<file path="src/rtl/bsc_pkg.sv">
// Package: shared shift-kind codes and widths for the barrel shifter.
// Assumes the code values are fixed by the instruction decoder upstream.
package bsc_pkg;

    typedef enum logic [2:0] {
        SK_LSL = 3'd0,
        SK_LSR = 3'd1,
        SK_ASR = 3'd2,
        SK_ROR = 3'd3,
        SK_RRC = 3'd4
    } shift_kind_e;

    localparam int unsigned KIND_W     = 3;
    localparam int unsigned AMT_FIELD  = 8;

endpackage

</file>
<file path="src/rtl/bsc_amount_class.sv">
// Amount classifier: keeps the used low field of the amount and flags zero.
// Assumes AMT_W is wide enough to hold DATA_W plus one.
module bsc_amount_class #(
    parameter int unsigned DATA_W = 32,
    parameter int unsigned AMT_W  = 8,
    localparam int unsigned ROT_W = $clog2(DATA_W)
) (
    input  logic [AMT_W-1:0] amt_field,
    output logic [AMT_W-1:0] amt,
    output logic [ROT_W-1:0] rot_amt,
    output logic             amt_zero
);

    // purpose: expose the amount, its rotate residue and the zero flag
    always_comb begin
        amt      = amt_field;
        rot_amt  = amt_field[ROT_W-1:0];
        amt_zero = (amt_field == '0);
    end

endmodule

</file>
<file path="src/rtl/bsc_shift_unit.sv">
// Shift unit: computes result and carry-out for every shift kind.
// Purely combinational.
// Assumes the amount is already reduced to the used field.
module bsc_shift_unit
    import bsc_pkg::*;
#(
    parameter int unsigned DATA_W = 32,
    parameter int unsigned AMT_W  = 8,
    localparam int unsigned ROT_W = $clog2(DATA_W)
) (
    input  logic [DATA_W-1:0] op,
    input  logic [AMT_W-1:0]  amt,
    input  logic [ROT_W-1:0]  rot_amt,
    input  logic              amt_zero,
    input  logic [KIND_W-1:0] kind,
    input  logic              cin,
    output logic [DATA_W-1:0] res,
    output logic              cout
);

    logic [DATA_W:0]          lsl_ext;
    logic [DATA_W:0]          lsr_ext;
    logic signed [DATA_W:0]   asr_src;
    logic [DATA_W:0]          asr_ext;
    logic [2*DATA_W-1:0]      dbl;
    logic [DATA_W-1:0]        ror_res;

    // purpose: extended shifts; the extra bit carries the last bit shifted out
    always_comb begin
        lsl_ext = {1'b0, op} << amt;
        lsr_ext = {op, 1'b0} >> amt;
        asr_src = {op, 1'b0};
        asr_ext = asr_src >>> amt;
        dbl     = {op, op};
        ror_res = dbl[rot_amt +: DATA_W];
    end

    // purpose: select result and carry per kind, including zero-amount pass-through
    always_comb begin
        res  = op;
        cout = cin;
        unique case (kind)
            SK_LSL: if (!amt_zero) begin
                res  = lsl_ext[DATA_W-1:0];
                cout = lsl_ext[DATA_W];
            end
            SK_LSR: if (!amt_zero) begin
                res  = lsr_ext[DATA_W:1];
                cout = lsr_ext[0];
            end
            SK_ASR: if (!amt_zero) begin
                res  = asr_ext[DATA_W:1];
                cout = asr_ext[0];
            end
            SK_ROR: if (!amt_zero) begin
                res  = ror_res;
                cout = ror_res[DATA_W-1];
            end
            SK_RRC: begin
                res  = {cin, op[DATA_W-1:1]};
                cout = op[0];
            end
            default: begin
                res  = op;
                cout = cin;
            end
        endcase
    end

endmodule

</file>
<file path="src/rtl/bsc_out_stage.sv">
// Output stage: a register with synchronous active-low reset, or a plain
// pass-through, as selected by OUT_REG.
module bsc_out_stage #(
    parameter int unsigned DATA_W  = 32,
    parameter bit          OUT_REG = 1'b1
) (
    input  logic              clk,
    input  logic              rst_n,
    input  logic [DATA_W-1:0] res_d,
    input  logic              cout_d,
    output logic [DATA_W-1:0] res_q,
    output logic              cout_q
);

    generate
        if (OUT_REG) begin : g_reg
            // purpose: register result and carry; reset clears both
            always_ff @(posedge clk) begin
                if (!rst_n) begin
                    res_q  <= '0;
                    cout_q <= 1'b0;
                end else begin
                    res_q  <= res_d;
                    cout_q <= cout_d;
                end
            end
        end else begin : g_wire
            // purpose: combinational pass-through when no register is wanted
            always_comb begin
                res_q  = res_d;
                cout_q = cout_d;
            end
        end
    endgenerate

endmodule

</file>
<file path="src/rtl/barrel_carry_shifter.sv">
// Top: barrel shifter with flag-accurate carry-out for the operand stage.
// Assumes AMT_IN_W >= AMT_W.
// Only the low AMT_W bits of the amount are used.
module barrel_carry_shifter
    import bsc_pkg::*;
#(
    parameter int unsigned DATA_W   = 32,
    parameter int unsigned AMT_IN_W = 16,
    parameter int unsigned AMT_W    = AMT_FIELD,
    parameter bit          OUT_REG  = 1'b1,
    localparam int unsigned ROT_W   = $clog2(DATA_W)
) (
    input  logic                clk,
    input  logic                rst_n,
    input  logic [DATA_W-1:0]   op_in,
    input  logic [AMT_IN_W-1:0] amt_in,
    input  logic [KIND_W-1:0]   kind_in,
    input  logic                carry_in,
    output logic [DATA_W-1:0]   res_out,
    output logic                carry_out
);

    logic [AMT_W-1:0]  amt_field;
    logic [AMT_W-1:0]  amt;
    logic [ROT_W-1:0]  rot_amt;
    logic              amt_zero;
    logic [DATA_W-1:0] res_c;
    logic              cout_c;

    // purpose: drop the amount bits above the used field
    assign amt_field = amt_in[AMT_W-1:0];

    bsc_amount_class #(.DATA_W(DATA_W), .AMT_W(AMT_W)) u_amt (
        .amt_field (amt_field),
        .amt       (amt),
        .rot_amt   (rot_amt),
        .amt_zero  (amt_zero)
    );

    bsc_shift_unit #(.DATA_W(DATA_W), .AMT_W(AMT_W)) u_shift (
        .op       (op_in),
        .amt      (amt),
        .rot_amt  (rot_amt),
        .amt_zero (amt_zero),
        .kind     (kind_in),
        .cin      (carry_in),
        .res      (res_c),
        .cout     (cout_c)
    );

    bsc_out_stage #(.DATA_W(DATA_W), .OUT_REG(OUT_REG)) u_out (
        .clk    (clk),
        .rst_n  (rst_n),
        .res_d  (res_c),
        .cout_d (cout_c),
        .res_q  (res_out),
        .cout_q (carry_out)
    );

endmodule

</file>
<file path="config.mk">
export PLATFORM = sky130hd
export DESIGN_NAME = barrel_carry_shifter
export DESIGN_NICKNAME = d
export VERILOG_FILES = /design/src/rtl/bsc_pkg.sv /design/src/rtl/bsc_amount_class.sv /design/src/rtl/bsc_shift_unit.sv /design/src/rtl/bsc_out_stage.sv /design/src/rtl/barrel_carry_shifter.sv
export SDC_FILE = /design/constraint.sdc
export NUM_CORES = 1
export LEC_CHECK = 0
export BUFFER_PORTS_ARGS = -buffer_cell sky130_fd_sc_hd__buf_2
export CAP_MARGIN = 20
export CORE_ASPECT_RATIO = 0.5
export CORE_MARGIN = 2
export CORE_UTILIZATION = 30
export CTS_CLUSTER_SIZE = 30
export DETAILED_ROUTE_END_ITERATION = 16
export PLACE_DENSITY = 0.46
export RECOVER_POWER = 50
export SKIP_LAST_GASP = 1
export SYNTH_ARGS = -nofsm -noshare
export SYNTH_HDL_FRONTEND = slang
export SYNTH_SLANG_ARGS = --single-unit
</file>
<file path="constraint.sdc">
create_clock -name clk -period 3.1 [get_ports clk]
set_input_delay 0.465 -clock clk [delete_from_list [all_inputs] [get_ports clk]]
set_output_delay 0.465 -clock clk [all_outputs]
set_load 0.01 [all_outputs]
</file>
==> impl_results.md <==
- Status: complete, no violations
- Register area share after synthesis: 0.07503
- Largest net degree at the start of global routing: 50
- Comb pwr share: 0.648
- Mapped Cells: 1174
- WL final: 63460 um
- Number of synthesized flops with an enable pin: 0
- CTS Buffer Depth: 2
- Vias in the first global route: 10740
- CP max FO: 25
- Syn avg cell area: 7.500 um2
- CP arrival: 3130 ps
- Sw Share: 0.4825
- Die area: 30820 um2
- Drt wl/cell: 36.94 um
- Num ports: 87
- CTS resizes: 0
- TritonCTS Buffers: 5
- Final count of pins violating max slew: 0
- Critical Path Source Type: input port
- Synth Register Bits: 33
- Slew at the pin with the worst max-slew slack: 1138 ps
- Drc violations: 0
- Crit Path Class: input port to flop
- Reg area: 660.6 um2
- Via/cell ratio: 6.818
- Top sig layer: met5
- CTS tree: yes
- DRC marker count from the first detailed-route iteration: 2002
- Met2 Wirelength: 24100 um
- IO buf count: 78
- Synth unique cells: 78
- Die X: 246.3 um
- Psw: 1.569 mW
- Fraction of registers with async set/reset: 0
- Total of max-cap violations: 0
- # fillers: 3125
- Global-route wire length before repair: 87220 um
- Cts hold-fix bufs: 0
- Antenna Violating Nets Remaining: 0
- Area of the multi-input gates: 7332 um2
- Min-delay worst type: input port to flop
- Area Overhead vs Synth: 24.06%
- Unrepaired setup endpoints after global routing: false
- Flop pwr share: 0.144
- Post-synthesis net count: 1228
- Total GRT Usage: 0.4032
- Drt pass-1 iters: 7
- Yosys warns: 0
- Final worst path period share: 0.9390
- WHS: 624.8 ps
- WL met1: 27220 um
- Final core occ: 0.3772
- Overall Power: 3.253 mW
- Setup-failing EPs final: 0
- Mapped Area: 8805 um2
- Share of cells above drive strength 1: 0.3104
- Congestion Overflow GR: 0
- H-tree levels: 2
- Nets: 1377
- Internal Pwr Total: 1.683 mW
- Clk slew on worst S/H paths: 50 ps
- Initial antenna violation count: 3
- GP Congestion: 1.085
- Post-synth top flop: dfxtp_1
- Most frequent cells in the layout: 194 x buf_4, 133 x nand2_1, 115 x o21ai_0
- Fmax: 0.3435 GHz
- Peak supply drop: 0.1807 mV
- # rows: 44
- DP Area: 10760 um2
- Clock root buffer: clkbuf_16
- Slew HR: 0.2416
- Met3 wire length: 10560 um
- Sink Count: 33
- Worst setup EP type: flop
- Finished Cell Area: 10920 um2
- CORE AREA: 28960 um2
- Postcts setup bufs: 0
- Vias after detailed routing: 11710
- Power Density: 297.8 nW/um2
- Initial core utilization: 0.3041
- Fin crit period: 2911 ps
- TNS Setup: 0 ps
- Clock Power Share: 0.208
- Leak pwr: 4.105 nW
- Critical Path RT: 3320 ps
- Fin. Hold Viols: 0
- Commonest non-fill, non-tap cell in the layout: buf_4
- HPWL after detailed placement: 49950 um
- DIE HEIGHT: 125.1 um
## layout make-up
| class | count | area share |
|---|---|---|
| clock inverters | 3 | 0.005956 |
| well taps | 391 | 0.04479 |
| inverters | 11 | 0.003780 |
| flip-flops and latches | 33 | 0.06048 |
| clock buffers | 5 | 0.01145 |
| repair buffers | 290 | 0.2016 |
| diodes | 3 | 0.0006873 |
| multi-input cells | 982 | 0.6712 |
## Yosys cell counts (all sizes together) (32+ instances only)
library cell  instances  share of area
o21ai               125          0.071
o22ai                32          0.023
nand2               133          0.057
clkbuf               82          0.035
a31oi                34          0.024
dfxtp                33          0.075
nor2                116          0.050
buf                  66          0.053
mux2                 44          0.056
a21oi                98          0.056
mux2i                72          0.088
mux4                 76           0.20
## critical path: stages
cell     delay [ps]
buf_6           290
buf_12          220
mux2_2          180
mux2i_1          80
a21oi_1         890
a22oi_1         300
o22ai_1         410
nand2_1         110
a31oi_1         160
## cell families (layout without fill, tap and decap cells)
| logic type | after synthesis | in the layout | share of synthesized area |
|---|---|---|---|
| AO/OA/AOI/OAI | 432 | 432 | 0.3116 |
| buffers and inverters | 159 | 309 | 0.09223 |
| flip-flops | 33 | 33 | 0.07503 |
| multiplexers | 192 | 192 | 0.3399 |
| other | 0 | 3 | 0 |
| AND/OR/NAND/NOR | 358 | 358 | 0.1812 |
## through the flow
step                setup slack (ps)  cells
floorplan                      654.9   1174
global placement               8.448   1706
global route                   102.1   1715
CTS                            298.5   1714
detailed placement         -0.009770   1706
finish                         189.0   1718
## final timing paths
check	startpoint	endpoint	slack, ps	cells after the start
min	carry_in	u_out.res_q[31]$_SDFF_PN0_	620	5
max	amt_in[0]	u_out.res_q[7]$_SDFF_PN0_	190	9
## power groups by stage
stage	combinational (mW)	clock, mW	sequential [mW]
after floorplan	1.00	0	0.495
after global placement	2.00	0	0.474
after detailed placement	1.99	0	0.476
after CTS	2.00	0.682	0.467
after global routing	2.14	0.703	0.472
final	2.11	0.678	0.468
## flip-flops by register name (all words and copies together), names as in the netlist
signal	cells
u_out.res_q	32
u_out.cout_q	1
## metal layers
layer	up-vias	track usage
met2	947	0.5297
met4	8	0.07690
met5	-	0.07276
met3	72	0.2018
met1	5845	0.5757
li1	4842	-
Note: power is estimated with default switching activity, not from simulation.
